--- config.mk ---
export PLATFORM = sky130hd
export DESIGN_NAME = ecc_err_log
export DESIGN_NICKNAME = d
export VERILOG_FILES = /design/src/rtl/ecc_log_pkg.sv /design/src/rtl/ecc_log_capture.sv /design/src/rtl/ecc_log_irq.sv /design/src/rtl/ecc_log_inject.sv /design/src/rtl/ecc_err_log.sv
export SDC_FILE = /design/constraint.sdc
export NUM_CORES = 1
export LEC_CHECK = 0
export BUFFER_PORTS_ARGS = -buffer_cell sky130_fd_sc_hd__buf_2
export CORE_MARGIN = 2
export CORE_UTILIZATION = 35
export CTS_BUF_LIST = sky130_fd_sc_hd__clkbuf_4
export DETAILED_ROUTE_END_ITERATION = 7
export MAX_ROUTING_LAYER = met4
export SLEW_MARGIN = 15
export SYNTH_ARGS = -nofsm -noshare
export SYNTH_HDL_FRONTEND = slang
export SYNTH_SLANG_ARGS = --single-unit
--- constraint.sdc ---
create_clock -name clk -period 8 [get_ports clk]
set_input_delay 1.6 -clock clk [delete_from_list [all_inputs] [get_ports clk]]
set_output_delay 1.6 -clock clk [all_outputs]
set_load 0.005 [all_outputs]
--- src/rtl/ecc_log_pkg.sv ---
package ecc_log_pkg;
  localparam logic [7:0] OFS_CTRL    = 8'h00;
  localparam logic [7:0] OFS_STAT    = 8'h04;
  localparam logic [7:0] OFS_MASK    = 8'h08;
  localparam logic [7:0] OFS_UNMASK  = 8'h0C;
  localparam logic [7:0] OFS_MASKSET = 8'h10;
  localparam logic [7:0] OFS_CE_ADR  = 8'h14;
  localparam logic [7:0] OFS_CE_DLO  = 8'h18;
  localparam logic [7:0] OFS_CE_DHI  = 8'h1C;
  localparam logic [7:0] OFS_UE_ADR  = 8'h20;
  localparam logic [7:0] OFS_UE_DLO  = 8'h24;
  localparam logic [7:0] OFS_UE_DHI  = 8'h28;
  localparam logic [7:0] OFS_INJ_LO  = 8'h2C;
  localparam logic [7:0] OFS_INJ_HI  = 8'h30;
  localparam logic [7:0] OFS_INJ_CNT = 8'h34;
  localparam int CE_BIT = 6;   // status and mask bit of the correctable class
  localparam int UE_BIT = 7;   // status and mask bit of the uncorrectable class
  localparam int NCLS   = 2;   // class 0 = correctable, class 1 = uncorrectable
endpackage

--- src/rtl/ecc_log_capture.sv ---
module ecc_log_capture #(
  parameter int AW = 18,
  parameter int DW = 64
) (
  input  logic          clk,
  input  logic          rst_n,
  input  logic          evt,
  input  logic          clr,
  input  logic [AW-1:0] addr,
  input  logic [DW-1:0] data,
  output logic          flag_q,
  output logic [AW-1:0] addr_q,
  output logic [DW-1:0] data_q
);
  logic          take;
  logic          flag_d;
  logic [AW-1:0] addr_d;
  logic [DW-1:0] data_d;

  always_comb begin
    take   = evt && (!flag_q || clr);
    flag_d = evt || (flag_q && !clr);
    addr_d = addr_q;
    data_d = data_q;
    if (take) begin
      addr_d = addr;
      data_d = data;
    end
  end

  always_ff @(posedge clk or negedge rst_n) begin
    if (!rst_n) begin
      flag_q <= 1'b0;
      addr_q <= '0;
      data_q <= '0;
    end else begin
      flag_q <= flag_d;
      if (take) begin
        addr_q <= addr_d;
        data_q <= data_d;
      end
    end
  end

  AST_FLAG_STICKY: assert property (@(posedge clk) disable iff (!rst_n)
    (flag_q && !clr) |=> flag_q);
  AST_EVT_OVER_CLR: assert property (@(posedge clk) disable iff (!rst_n)
    (evt && clr) |=> (flag_q && addr_q == $past(addr) && data_q == $past(data)));
  AST_LOG_FROZEN: assert property (@(posedge clk) disable iff (!rst_n)
    (flag_q && !clr) |=> ($stable(addr_q) && $stable(data_q)));
endmodule

--- src/rtl/ecc_log_irq.sv ---
module ecc_log_irq #(
  parameter int N = 2
) (
  input  logic         clk,
  input  logic         rst_n,
  input  logic [N-1:0] flags,
  input  logic         unmask_we,
  input  logic         maskset_we,
  input  logic [N-1:0] bits,
  output logic [N-1:0] mask_q,
  output logic         irq
);
  logic [N-1:0] mask_d;
  logic         mask_en;

  always_comb begin
    mask_en = unmask_we || maskset_we;
    mask_d  = mask_q;
    if (unmask_we)  mask_d = mask_q & ~bits;
    if (maskset_we) mask_d = mask_q | bits;
  end

  always_ff @(posedge clk or negedge rst_n) begin
    if (!rst_n)       mask_q <= '1;
    else if (mask_en) mask_q <= mask_d;
  end

  assign irq = |(flags & ~mask_q);

  AST_ALL_MASKED_QUIET: assert property (@(posedge clk) disable iff (!rst_n)
    (&mask_q) |-> !irq);
  AST_UNMASK_CLEARS: assert property (@(posedge clk) disable iff (!rst_n)
    (unmask_we && !maskset_we) |=> ((mask_q & $past(bits)) == '0));
endmodule

--- src/rtl/ecc_log_inject.sv ---
module ecc_log_inject #(
  parameter int RW = 32,
  parameter int CW = 24
) (
  input  logic            clk,
  input  logic            rst_n,
  input  logic            lo_we,
  input  logic            hi_we,
  input  logic            cnt_we,
  input  logic [RW-1:0]   wdata,
  input  logic            mem_wr,
  output logic [2*RW-1:0] pat_q,
  output logic [CW-1:0]   cnt_q,
  output logic [2*RW-1:0] flip
);
  localparam int DW = 2 * RW;

  logic          fire;
  logic [DW-1:0] pat_d;
  logic [CW-1:0] cnt_d;
  logic          pat_en;
  logic          cnt_en;

  always_comb begin
    fire   = mem_wr && (cnt_q == '0) && (|pat_q);
    pat_d  = pat_q;
    if (fire)  pat_d = '0;
    if (lo_we) pat_d[RW-1:0]  = wdata;
    if (hi_we) pat_d[DW-1:RW] = wdata;
    pat_en = fire || lo_we || hi_we;
    cnt_en = cnt_we || (mem_wr && cnt_q != '0);
    cnt_d  = cnt_we ? wdata[CW-1:0] : cnt_q - 1'b1;
  end

  always_ff @(posedge clk or negedge rst_n) begin
    if (!rst_n) begin
      pat_q <= '0;
      cnt_q <= '0;
    end else begin
      if (pat_en) pat_q <= pat_d;
      if (cnt_en) cnt_q <= cnt_d;
    end
  end

  assign flip = fire ? pat_q : '0;

  AST_ONE_SHOT: assert property (@(posedge clk) disable iff (!rst_n)
    ((|flip) && !lo_we && !hi_we) |=> (pat_q == '0));
  AST_COUNT_DOWN: assert property (@(posedge clk) disable iff (!rst_n)
    (mem_wr && cnt_q != '0 && !cnt_we) |=> (cnt_q == $past(cnt_q) - 1'b1));
  AST_NO_FLIP_COUNTING: assert property (@(posedge clk) disable iff (!rst_n)
    (cnt_q != '0) |-> (flip == '0));
endmodule

--- src/rtl/ecc_err_log.sv ---
module ecc_err_log
  import ecc_log_pkg::*;
#(
  parameter int  AW         = 18,
  parameter int  RW         = 32,
  parameter int  CW         = 24,
  parameter bit  ECC_EN_RST = 1'b1
) (
  input  logic            clk,
  input  logic            rst_n,
  input  logic [7:0]      reg_addr,
  input  logic            reg_we,
  input  logic [RW-1:0]   reg_wdata,
  output logic [RW-1:0]   reg_rdata,
  output logic            ecc_en,
  input  logic            ce_evt,
  input  logic            ue_evt,
  input  logic [AW-1:0]   evt_addr,
  input  logic [2*RW-1:0] evt_data,
  input  logic            mem_wr,
  output logic [2*RW-1:0] inj_flip,
  output logic            irq
);
  localparam int DW = 2 * RW;

  logic            en_q;
  logic            en_d;
  logic            ctrl_we;
  logic            stat_we;
  logic [NCLS-1:0] evt_v;
  logic [NCLS-1:0] clr_v;
  logic [NCLS-1:0] flag_v;
  logic [NCLS-1:0] mask_v;
  logic [AW-1:0]   lg_a [NCLS];
  logic [DW-1:0]   lg_d [NCLS];
  logic [DW-1:0]   pat;
  logic [CW-1:0]   cnt;
  logic [RW-1:0]   stat_word;
  logic [RW-1:0]   mask_word;

  assign ctrl_we = reg_we && reg_addr == OFS_CTRL;
  assign stat_we = reg_we && reg_addr == OFS_STAT;
  assign evt_v   = {ue_evt, ce_evt};
  assign clr_v   = stat_we ? reg_wdata[UE_BIT:CE_BIT] : '0;
  assign en_d    = reg_wdata[0];

  always_ff @(posedge clk or negedge rst_n) begin
    if (!rst_n)       en_q <= ECC_EN_RST;
    else if (ctrl_we) en_q <= en_d;
  end
  assign ecc_en = en_q;

  for (genvar gi = 0; gi < NCLS; gi++) begin : g_cls
    ecc_log_capture #(.AW(AW), .DW(DW)) u_cap (
      .clk    (clk),
      .rst_n  (rst_n),
      .evt    (evt_v[gi]),
      .clr    (clr_v[gi]),
      .addr   (evt_addr),
      .data   (evt_data),
      .flag_q (flag_v[gi]),
      .addr_q (lg_a[gi]),
      .data_q (lg_d[gi])
    );
  end

  ecc_log_irq #(.N(NCLS)) u_irq (
    .clk        (clk),
    .rst_n      (rst_n),
    .flags      (flag_v),
    .unmask_we  (reg_we && reg_addr == OFS_UNMASK),
    .maskset_we (reg_we && reg_addr == OFS_MASKSET),
    .bits       (reg_wdata[UE_BIT:CE_BIT]),
    .mask_q     (mask_v),
    .irq        (irq)
  );

  ecc_log_inject #(.RW(RW), .CW(CW)) u_inj (
    .clk    (clk),
    .rst_n  (rst_n),
    .lo_we  (reg_we && reg_addr == OFS_INJ_LO),
    .hi_we  (reg_we && reg_addr == OFS_INJ_HI),
    .cnt_we (reg_we && reg_addr == OFS_INJ_CNT),
    .wdata  (reg_wdata),
    .mem_wr (mem_wr),
    .pat_q  (pat),
    .cnt_q  (cnt),
    .flip   (inj_flip)
  );

  always_comb begin
    stat_word = '0;
    mask_word = '0;
    stat_word[UE_BIT:CE_BIT] = flag_v;
    mask_word[UE_BIT:CE_BIT] = mask_v;
    case (reg_addr)
      OFS_CTRL:    reg_rdata = {{(RW-1){1'b0}}, en_q};
      OFS_STAT:    reg_rdata = stat_word;
      OFS_MASK:    reg_rdata = mask_word;
      OFS_CE_ADR:  reg_rdata = {{(RW-AW){1'b0}}, lg_a[0]};
      OFS_CE_DLO:  reg_rdata = lg_d[0][RW-1:0];
      OFS_CE_DHI:  reg_rdata = lg_d[0][DW-1:RW];
      OFS_UE_ADR:  reg_rdata = {{(RW-AW){1'b0}}, lg_a[1]};
      OFS_UE_DLO:  reg_rdata = lg_d[1][RW-1:0];
      OFS_UE_DHI:  reg_rdata = lg_d[1][DW-1:RW];
      OFS_INJ_LO:  reg_rdata = pat[RW-1:0];
      OFS_INJ_HI:  reg_rdata = pat[DW-1:RW];
      OFS_INJ_CNT: reg_rdata = {{(RW-CW){1'b0}}, cnt};
      default:     reg_rdata = '0;
    endcase
  end

  AST_IRQ_NEEDS_FLAG: assert property (@(posedge clk) disable iff (!rst_n)
    irq |-> (|flag_v));
  AST_BOTH_EVENTS: assert property (@(posedge clk) disable iff (!rst_n)
    (ce_evt && ue_evt) |=> (&flag_v));
  AST_CTRL_WRITE: assert property (@(posedge clk) disable iff (!rst_n)
    ctrl_we |=> (ecc_en == $past(reg_wdata[0])));
endmodule

==> impl_metrics.py, run 1 <==
metrics = {
    "floorplanning": {
        "start_util": 0.3563,
        "design.die.area_mm2": 0.03677,
        "io_pins": 226,
        "die_w_um": 191.8,
        "die_y_um": 191.8,
        "row_count": 68,
        "core_mm2": 0.03463,
    },
    "clock_tree": {
        "postCtsHoldBufs": 0,
        "htree_levels": 3,
        "clk_latency_ps": 720,
        "cts.path.max_buffers": 3,
        "clock_sinks": 257,
        "cts_root_buf": "clkbuf_4",
        "path_clk_slew_ps": 60,
        "cts_tree": "built",
        "cts_buffers": 73,
        "postCtsSetupRepairBufs": 0,
        "cts.repair.resized": 0,
    },
    "place": {
        "hpwl_mm": 32.15,
        "numPortBuffers": 225,
        "place_congestion": 0.9660,
        "dpl-instance-area_mm2": 0.01389,
    },
    "global_route": {
        "first_global_vias": 10760,
        "grt_max_degree": 181,
        "antenna_found_initial": 4,
        "grtUsageTotal": 0.2573,
        "grt_pass1_wl_mm": 67.67,
        "gr-total-overflow": 0,
    },
    "route": {
        "wl_per_cell_um": 24.38,
        "drt_wl_total_mm": 45.61,
        "drcViolationCount": 0,
        "drt_iter0_drc": 855,
        "drt_first_pass_iters": 8,
        "ant_nets": 0,
        "avgViaCountPerCell": 5.649,
        "vias": 10570,
    },
    "synth": {
        "synth_edf_count": 0,
        "synth.area.mux_share": 0.1552,
        "synth-simple-area-share": 0.1504,
        "synth.distinct_cells": 55,
        "ys_seq_area_frac": 0.5215,
        "syn_area_mm2": 0.01234,
        "synth_compound_area_frac": 0.1346,
        "syn_avg_cell_area_um2": 10.87,
        "synth_fp_nets": 1265,
        "async_flop_share": 1.000,
        "synth.ff_latch_count": 257,
        "synth_warnings": 0,
        "synth_top_family_by_area": "multiplexers",
        "ys.flop_type": "dfrtp_1",
        "syn_inst": 1135,
        "synthAdderAreaFrac": 0.002028,
        "synth_xor_area_frac": 0.005678,
    },
    "worst_setup_path": {
        "cpPeakStageDelay_ps": 1050,
        "cp-start-kind": "input pin",
        "crit_slowest_cell": "and2_1",
        "cpMostUsedCell": "buf_2",
        "endpoint_kind": "output port",
        "r2r_cells": 5,
        "path_cells": "buf_2 > nor4b_2 > and2_1 > a222oi_1 > nand3_1 > a221o_1 > buf_2",
        "critPathKind": "input pin to output port",
        "crit_required_ps": 6400,
        "cp_max_fo": 20,
        "crit_arrival_ps": 4470,
    },
    "pwr": {
        "pwr-share-clk": 0.364,
        "pwr-share-comb": 0.124,
        "p_sw_frac": 0.2956,
        "peakVddDrop_mv": 0.09184,
        "switchingPower_uw": 964.2,
        "power_density_mw_per_mm2": 220.9,
        "cell_internal_pwr_mw": 2.298,
        "pwr-share-seq": 0.512,
        "p_leak_nw": 6.887,
    },
    "sta": {
        "max_freq_mhz": 164.8,
        "worstMarginPinSlew_ps": 1194,
        "setup_tns_ps": 0,
        "post-route-min-period_ps": 6069,
        "relSlewSlack": 0.2038,
        "setup_viol": 0,
        "rsz0062_at_grt": "false",
        "finalHoldViolCount": 0,
        "period_share": 0.7586,
        "maxSlewViolCount": 0,
        "fin_skew_ps": 58.61,
    },
    "final_layout": {
        "area_delta_synth_final_pct": 19.68,
        "fin_area_mm2": 0.01477,
        "nets": 1497,
        "fillers": 3411,
        "drive_gt1_frac": 0.3725,
    },
    "worst_hold_path": {
        "hold_class": "flop to flop",
        "holdPathStages": 1,
    },
    "status": {
        "status": "complete, no violations",
    },
    "job": {
        "cap_violations": 0,
    },
}
[metrics by stage]
step	hold slack, ps	total power [mW]	instances	utilization	worst slack, ps
floorplan	460.2	1.862	1135	-	3081
global placement	474.2	2.080	1747	0.4010	2099
detailed placement	481.7	2.094	1747	0.4010	1987
CTS	495.6	3.286	1867	0.4262	1985
global route	512.1	3.423	1870	0.4264	1835
finish	488.9	3.262	1871	0.4265	1931
[metal layers]
layer	up-vias	GRT usage	wire length [um]
met4	0	0.1118	1846
met2	501	0.4011	21420
met1	5267	0.3248	18970
li1	4691	-	-
met5	-	-	0
met3	110	0.05244	3374
[cells in the mapped netlist (all sizes together) (4+ instances only)]
| master | count | area share |
|---|---|---|
| dfrtp | 254 | 0.52 |
| mux2 | 168 | 0.15 |
| nand2 | 156 | 0.047 |
| o21ai | 85 | 0.036 |
| and2 | 75 | 0.038 |
| a22oi | 69 | 0.042 |
| clkbuf | 68 | 0.021 |
| nand3 | 35 | 0.014 |
| nor4 | 21 | 0.011 |
| a222oi | 19 | 0.015 |
| nor2 | 19 | 0.0058 |
| buf | 18 | 0.0081 |
| a22o | 16 | 0.011 |
| a31oi | 12 | 0.0061 |
| nand4 | 12 | 0.0061 |
| or3 | 9 | 0.0046 |
| or4 | 9 | 0.0055 |
| a21oi | 8 | 0.0032 |
| and3 | 6 | 0.0030 |
| inv | 6 | 0.0018 |
| xor2 | 6 | 0.0043 |
| a221o | 5 | 0.0041 |
| a221oi | 5 | 0.0035 |
| o22ai | 5 | 0.0025 |
| o31ai | 5 | 0.0030 |
| nand2b | 4 | 0.0020 |
| nor3 | 4 | 0.0016 |
| nor4b | 4 | 0.0033 |
| o211ai | 4 | 0.0024 |
[kinds of logic (layout without fill, tap and decap cells)]
| family | Yosys count | after routing |
|---|---|---|
| compound gates | 240 | 240 |
| xor+xnor | 8 | 8 |
| fa+ha+maj | 2 | 2 |
| buf+inv | 92 | 369 |
| flops | 257 | 257 |
| mux | 170 | 170 |
| other cells | 0 | 4 |
| simple gates | 366 | 366 |
[path summary, 6_finish.rpt]
check                                     startpoint                        end  slack, ps
max in group asynchronous                      rst_n  g_cls[0].u_cap.data_q[31]       5660
hold / removal             g_cls[0].u_cap.data_q[34]  g_cls[0].u_cap.data_q[34]        490
hold reg to reg            g_cls[0].u_cap.data_q[34]  g_cls[0].u_cap.data_q[34]        490
min in group asynchronous                      rst_n            u_inj.cnt_q[11]        890
setup / recovery                         reg_addr[4]              reg_rdata[12]       1930
setup reg to reg                     u_inj.cnt_q[14]            u_inj.cnt_q[15]       5230
[area by class of cell]
cell class | count | area (um^2) | area share
sequential | 257 | 6435 | 0.4357
multi-input combinational | 786 | 5575 | 0.3775
timing repair buffer | 243 | 1284 | 0.08693
clock buffer | 112 | 840.8 | 0.05693
tap | 455 | 569.3 | 0.03855
clock inverter | 8 | 31.28 | 0.002118
inverter | 6 | 22.52 | 0.001525
antenna | 4 | 10.01 | 0.0006778
[flip-flops by register name (all words and copies together) (netlist names), named ones only]
register and cells:
u_inj.pat_q 64, u_inj.cnt_q 24, g_cls.u_cap.flag_q 2, ecc_en 1, g_cls.u_cap.data_q 128, g_cls.u_cap.addr_q 36
[cells in the final DEF (no fill, tap or decap), types with 3 or more instances in the layout]
cell | netlist | layout
o21ai_0 | 73 | 73
diode_2 | 0 | 4
a221oi_1 | 5 | 5
dfrtp_1 | 254 | 254
buf_2 | 14 | 224
nand3_1 | 35 | 35
and3_1 | 6 | 5
o21ai_1 | 10 | 10
mux2_1 | 21 | 21
inv_2 | 1 | 3
o31ai_1 | 5 | 5
a22oi_1 | 69 | 69
a21oi_1 | 8 | 8
a31oi_1 | 12 | 12
buf_4 | 0 | 17
nand2b_1 | 4 | 4
nand4_1 | 12 | 12
inv_1 | 5 | 5
nor4b_2 | 1 | 4
nand2_1 | 156 | 154
or3_1 | 9 | 9
mux2_2 | 146 | 146
o211ai_1 | 4 | 4
nor3_1 | 4 | 4
nand3b_1 | 3 | 3
xor2_1 | 6 | 6
dfstp_2 | 3 | 3
clkbuf_4 | 0 | 112
and2_1 | 73 | 71
or4_1 | 9 | 9
clkinv_1 | 0 | 5
nor2_1 | 19 | 19
nor4_1 | 21 | 21
a222oi_1 | 19 | 19
o22ai_1 | 5 | 5
a22o_1 | 16 | 16
a221o_1 | 5 | 5
[power by group through the flow]
stage / combinational, mW / clock [mW] / sequential (mW)
floorplan: 0.273 / 0 / 1.59
global placement: 0.393 / 0 / 1.69
detailed placement: 0.404 / 0 / 1.69
CTS: 0.407 / 1.21 / 1.67
global route: 0.453 / 1.29 / 1.68
finish: 0.406 / 1.19 / 1.67
[critical path, delay by kind of cell]
kind	cells	cell delay, ps
AOI/OAI and AO/OA	2	470
buffers and inverters	2	310
and+or+nand+nor	3	2080
Note: power is estimated with default switching activity, not from simulation.
==> run 2, diff against run 1 <==
Clock period 8 ns to 5.3 ns, I/O delays scaled along.
==> run 2 against run 1 <==
- total power is 54% higher
- combinational power up 52%
- first-iteration DRC count is 28% higher
- critical path depth unchanged
- clock-buffer cell count increased by 5
- routed wire length fell by 0.90%
- die area stayed put
- critical path type unchanged
==> impl_metrics.py, run 2 (synthesis results as in run 1) <==
metrics = {
    "status": {
        "status": "complete, no violations",
    },
    "pwr": {
        "p_leak_nw": 6.997,
        "pwr-share-comb": 0.123,
        "report.power.total_mw": 5.021,
        "pwr-share-seq": 0.502,
        "power_density_mw_per_mm2": 335.9,
        "cell_internal_pwr_mw": 3.563,
        "pwr-share-clk": 0.375,
        "switchingPower_mw": 1.458,
        "p_sw_frac": 0.2904,
        "peakVddDrop_mv": 0.1311,
    },
    "floorplanning": {
        "start_util": 0.3563,
        "design.die.area_mm2": 0.03677,
        "die_y_um": 191.8,
        "io_pins": 226,
        "row_count": 68,
        "core_mm2": 0.03463,
        "die_w_um": 191.8,
    },
    "clock_tree": {
        "path_clk_slew_ps": 60,
        "clock_sinks": 257,
        "cts_buffers": 72,
        "postCtsSetupRepairBufs": 0,
        "postCtsHoldBufs": 0,
        "cts.path.max_buffers": 3,
        "cts_root_buf": "clkbuf_4",
        "htree_levels": 3,
        "cts.repair.resized": 0,
        "cts_tree": "built",
        "clk_latency_ps": 680,
    },
    "route": {
        "wl_met2_mm": 21.44,
        "top_layer": "met4",
        "avgViaCountPerCell": 5.702,
        "drt_first_pass_iters": 6,
        "wl_per_cell_um": 23.89,
        "drt_iter0_drc": 1091,
        "drcViolationCount": 0,
        "vias": 10790,
        "drt_wl_total_mm": 45.20,
        "met1_length_mm": 18.32,
        "wl_met3_mm": 3.878,
        "ant_nets": 0,
    },
    "worst_setup_path": {
        "r2r_setup_slack_ps": 2450,
        "endpoint_kind": "output port",
        "r2r_end": "u_inj.cnt_q[15]",
        "cpMostUsedCell": "buf_2",
        "cp_max_fo": 12,
        "path_cells": "buf_2 > nor4b_2 > and2_1 > a22oi_1 > nand4_1 > a221o_1 > buf_2",
        "r2r_cells": 5,
        "crit_slowest_cell": "nor4b_2",
        "crit_arrival_ps": 3510,
        "critPathKind": "input pin to output port",
        "cp-start-kind": "input pin",
        "r2r-start": "u_inj.cnt_q[12]",
        "cpPeakStageDelay_ps": 850,
        "crit_required_ps": 4240,
    },
    "final_layout": {
        "final_common_cell": "dfrtp_1",
        "nets": 1509,
        "stdcell_count": 1892,
        "reg_top3": "g_cls.u_cap.data_q x128, u_inj.pat_q x64, g_cls.u_cap.addr_q x36",
        "multi_input_area_mm2": 0.005572,
        "regArea_mm2": 0.006435,
        "drive_gt1_frac": 0.3792,
        "most-common-layout-cells": "254 x dfrtp_1, 224 x buf_2, 154 x nand2_1, 146 x mux2_2, 117 x clkbuf_4",
        "fillers": 3348,
        "area_delta_synth_final_pct": 21.14,
        "largest_register_ffs": 128,
        "fin_area_mm2": 0.01495,
        "utilization": 0.4317,
        "top_register": "g_cls.u_cap.data_q",
    },
    "global_route": {
        "grtUsageTotal": 0.2527,
        "grt_max_degree": 113,
        "grt_pass1_wl_mm": 66.76,
        "first_global_vias": 10590,
        "gr-total-overflow": 0,
        "antenna_found_initial": 5,
    },
    "place": {
        "placedCellCount": 1760,
        "dpl-instance-area_mm2": 0.01399,
        "numPortBuffers": 225,
        "hpwl_mm": 32.47,
        "place_congestion": 0.9542,
        "post-place-ws_ps": 805.9,
    },
    "job": {
        "cap_violations": 0,
    },
    "sta": {
        "finalHoldViolCount": 0,
        "setup_tns_ps": 0,
        "worstMarginPinSlew_ps": 1186,
        "post-route-min-period_ps": 4573,
        "fin_skew_ps": 53.49,
        "relSlewSlack": 0.2077,
        "hold_slack_ps": 362.5,
        "rsz0062_at_grt": "false",
        "period_share": 0.8628,
        "max_freq_mhz": 218.7,
        "maxSlewViolCount": 0,
        "setup_viol": 0,
        "setup_ws_ps": 727.4,
    },
    "worst_hold_path": {
        "hold_class": "input pin to asynchronous set/reset pin",
    },
}
## run 2: worst max-delay path by stage
stage,startpoint,endpoint,slack [ps],cells past startpoint
finish,reg_addr[4],reg_rdata[11],730,7
global route,reg_addr[4],reg_rdata[21],620,7
global placement,reg_addr[4],reg_rdata[23],910,7
floorplan,reg_addr[3],reg_rdata[8],1460,7
CTS,reg_addr[4],reg_rdata[11],810,7
detailed placement,reg_addr[4],reg_rdata[11],810,7
## run 2: cell type report
class	count	share of cell area
flip-flops and latches	257	0.4305
clock inverters	10	0.004353
diodes	5	0.0008370
well taps	455	0.03808
multi-input cells	786	0.3727
inverters	6	0.001507
clock buffers	117	0.05876
repair buffers	256	0.09325
## run 2: routing by layer
layer  up-vias  track usage
met5         -            -
met4         0      0.09882
met3       103      0.05609
met2       582       0.3981
met1      5393       0.3169
li1       4711            -
## run 2: power by group through the flow
stage | Clock [mW] | Sequential [mW] | Combinational, mW
6_report | 1.88 | 2.52 | 0.617
3_5_place_dp | 0 | 2.55 | 0.613
5_1_grt | 2.04 | 2.54 | 0.687
2_1_floorplan | 0 | 2.40 | 0.412
4_1_cts | 1.93 | 2.51 | 0.616
3_3_place_gp | 0 | 2.55 | 0.592
## run 2: critical path, delay by kind of cell
| kind | cells | cell delay, ps |
|---|---|---|
| and+or+nand+nor | 3 | 1720 |
| buffers and inverters | 2 | 310 |
| AOI/OAI and AO/OA | 2 | 420 |
==> run 3, diff against run 2 <==
Settings changed: SYNTH_HIERARCHICAL set to 1.
==> run 3 against run 2 <==
- synthesized area grew 14%
- cell area grew 9.8%
- clock power is essentially flat
- clock skew grew 27 ps
- synthesized cell count grew 5.7%
- first-iteration DRC count shrank 6.8%
- hold slack lost 36 ps
- cell count grew 6.7%
- combinational power grew 37%
- clock-buffer cell count shrank 18
- sequential cell count is the same
==> impl_metrics.py, run 3 <==
metrics = {
    "sta": {
        "maxSlewViolCount": 0,
        "rsz0062_at_grt": "false",
        "finalHoldViolCount": 0,
        "post-route-min-period_ps": 4625,
        "period_share": 0.8727,
        "fin_skew_ps": 80.93,
        "worstMarginPinSlew_ps": 1062,
        "max_freq_mhz": 216.2,
        "setup_viol": 0,
        "setup_tns_ps": 0,
        "relSlewSlack": 0.2917,
        "setup_ws_ps": 674.8,
    },
    "pwr": {
        "switchingPower_mw": 1.600,
        "p_leak_nw": 8.009,
        "p_sw_frac": 0.3057,
        "peakVddDrop_mv": 0.1486,
        "cell_internal_pwr_mw": 3.634,
        "pwr-share-seq": 0.481,
        "power_density_mw_per_mm2": 318.8,
        "pwr-share-clk": 0.357,
        "pwr-share-comb": 0.162,
    },
    "final_layout": {
        "reg_top3": "g_cls.u_cap/data_q x128, u_inj/pat_q x64, g_cls.u_cap/addr_q x36",
        "drive_gt1_frac": 0.3849,
        "most-common-layout-cells": "254 x dfrtp_1, 224 x buf_2, 160 x mux2_4, 99 x clkbuf_4, 98 x nand2_1",
        "top_register": "g_cls.u_cap/data_q",
        "fillers": 3896,
        "final_common_cell": "dfrtp_1",
        "area_delta_synth_final_pct": 17.00,
        "nets": 1563,
        "largest_register_ffs": 128,
        "utilization": 0.4141,
        "fin_area_mm2": 0.01641,
    },
    "clock_tree": {
        "path_clk_slew_ps": 70,
        "cts_buffers": 73,
        "cts.path.max_buffers": 3,
        "htree_levels": 3,
        "clock_sinks": 257,
        "cts.repair.resized": 0,
        "clk_latency_ps": 740,
        "cts_tree": "built",
        "postCtsHoldBufs": 0,
        "postCtsSetupRepairBufs": 0,
        "cts_root_buf": "clkbuf_4",
    },
    "floorplanning": {
        "row_count": 73,
        "io_pins": 226,
        "die_w_um": 204.2,
        "core_mm2": 0.03964,
        "design.die.area_mm2": 0.04170,
        "die_y_um": 204.2,
        "start_util": 0.3539,
    },
    "global_route": {
        "antenna_found_initial": 8,
        "grt-busiest-layer": "met2",
        "grt_max_degree": 129,
        "grt_pass1_wl_mm": 71.72,
        "first_global_vias": 11060,
        "use_met2": 0.3541,
        "met1_usage": 0.3139,
        "gr-total-overflow": 0,
        "grtUsageTotal": 0.2389,
        "met3_usage": 0.06138,
    },
    "worst_setup_path": {
        "path_cells": "nor4_1 > nand4_1 > nor4_1 > nor4_4 > buf_12 > and2_1 > buf_2",
        "endpoint_kind": "output port",
        "cp-start-kind": "flop",
        "crit_slowest_cell": "nor4_1",
        "cpPeakStageDelay_ps": 890,
        "cpLargestDelayFamily": "simple AND/OR/NAND/NOR gates",
        "cpMostUsedCell": "nor4_1",
        "cp.buffers_inverters": 2,
        "crit_required_ps": 4240,
        "critPathKind": "flop to output port",
        "crit_arrival_ps": 3570,
        "cp_max_fo": 87,
    },
    "synth": {
        "synth.distinct_cells": 71,
        "synth.most_common_cell": "dfrtp_1",
        "syn_area_mm2": 0.01403,
        "synth_edf_count": 0,
        "synth_warnings": 6,
        "syn_inst": 1200,
        "ys.flop_type": "dfrtp_1",
        "synth_fp_nets": 1330,
        "syn_avg_cell_area_um2": 11.69,
        "synth_top_area_share": 0.4530,
        "yosys-top-cells-area": "dfrtp_1 45%, mux2_4 17%, o21ai_0 3.4%",
        "yosys-top-cells-count": "254 x dfrtp_1, 160 x mux2_4, 98 x nand2_1",
        "ys_seq_area_frac": 0.4587,
        "synth_top_cell_by_area": "dfrtp_1",
        "async_flop_share": 1.000,
        "synth.ff_latch_count": 257,
    },
    "route": {
        "wl_per_cell_um": 24.18,
        "drt_first_pass_iters": 5,
        "drt_wl_total_mm": 48.80,
        "ant_nets": 0,
        "drcViolationCount": 0,
        "avgViaCountPerCell": 5.469,
        "drt_iter0_drc": 1017,
        "vias": 11040,
    },
    "status": {
        "status": "complete, no violations",
    },
    "place": {
        "post-place-ws_ps": 976.6,
        "place_congestion": 0.9229,
        "hpwl_mm": 35.10,
        "numPortBuffers": 225,
        "dpl-instance-area_mm2": 0.01548,
    },
    "job": {
        "cap_violations": 0,
    },
    "worst_hold_path": {
        "hold_class": "input pin to asynchronous set/reset pin",
    },
}
## run 3: routing by layer
metal | up-vias | wire [um]
met5 | - | 0
met4 | 0 | 1560
met3 | 83 | 4053
met2 | 497 | 22220
met1 | 5573 | 20970
li1 | 4883 | -
## run 3: per-stage QoR
stage / cells / power [mW] / hold slack (ps)
final: 2018 / 5.233 / 326.1
after floorplan: 1200 / 3.002 / 473.0
after CTS: 2011 / 5.272 / 289.5
after global routing: 2018 / 5.483 / 320.2
after global placement: 1883 / 3.359 / 487.9
after detailed placement: 1883 / 3.375 / 490.9
## run 3: worst paths after layout
check,startpoint,to,slack (ps),cells after the start
min in group clk,g_cls[1].u_cap/data_q[14],g_cls[1].u_cap/data_q[14],510,1
setup / recovery,u_inj/pat_q[24],inj_flip[20],670,7
setup reg to reg,u_inj/pat_q[24],u_inj/pat_q[24],2430,6
max in group asynchronous,rst_n,u_inj/pat_q[51],3740,2
hold reg to reg,g_cls[1].u_cap/data_q[14],g_cls[1].u_cap/data_q[14],510,1
hold / removal,rst_n,g_cls[1].u_cap/addr_q[15],330,1
## run 3: area by class of cell
cell class / count / area, um^2 / area share
multi-input cells: 850 / 7030 / 0.4283
flip-flops and latches: 257 / 6435 / 0.3920
repair buffers: 245 / 1336 / 0.08141
clock buffers: 99 / 743.2 / 0.04528
well taps: 525 / 656.9 / 0.04002
clock inverters: 29 / 172.7 / 0.01052
inverters: 6 / 22.52 / 0.001372
diodes: 7 / 17.52 / 0.001067
## run 3: power by group through the flow
stage | combinational [mW] | clock [mW] | sequential (mW)
2_1_floorplan | 0.595 | 0 | 2.41
6_report | 0.845 | 1.87 | 2.52
5_1_grt | 0.918 | 2.03 | 2.54
3_3_place_gp | 0.814 | 0 | 2.54
4_1_cts | 0.840 | 1.92 | 2.51
3_5_place_dp | 0.833 | 0 | 2.54
## run 3: logic make-up after synthesis
family / count (synthesis) / synth area share
fa+ha+maj: 2 / 0.001783
xor+xnor: 15 / 0.009364
simple gates: 383 / 0.1589
compound gates: 233 / 0.1103
buf+inv: 93 / 0.04183
flops: 257 / 0.4587
mux: 217 / 0.2191
## run 3: worst reg2reg max path: stages, from the launching register on
cell and delay, ps:
dfrtp_1 460, nor4_1 890, nand4_1 270, nor4_1 500, nor4_4 120, buf_12 230, o21ai_0 300
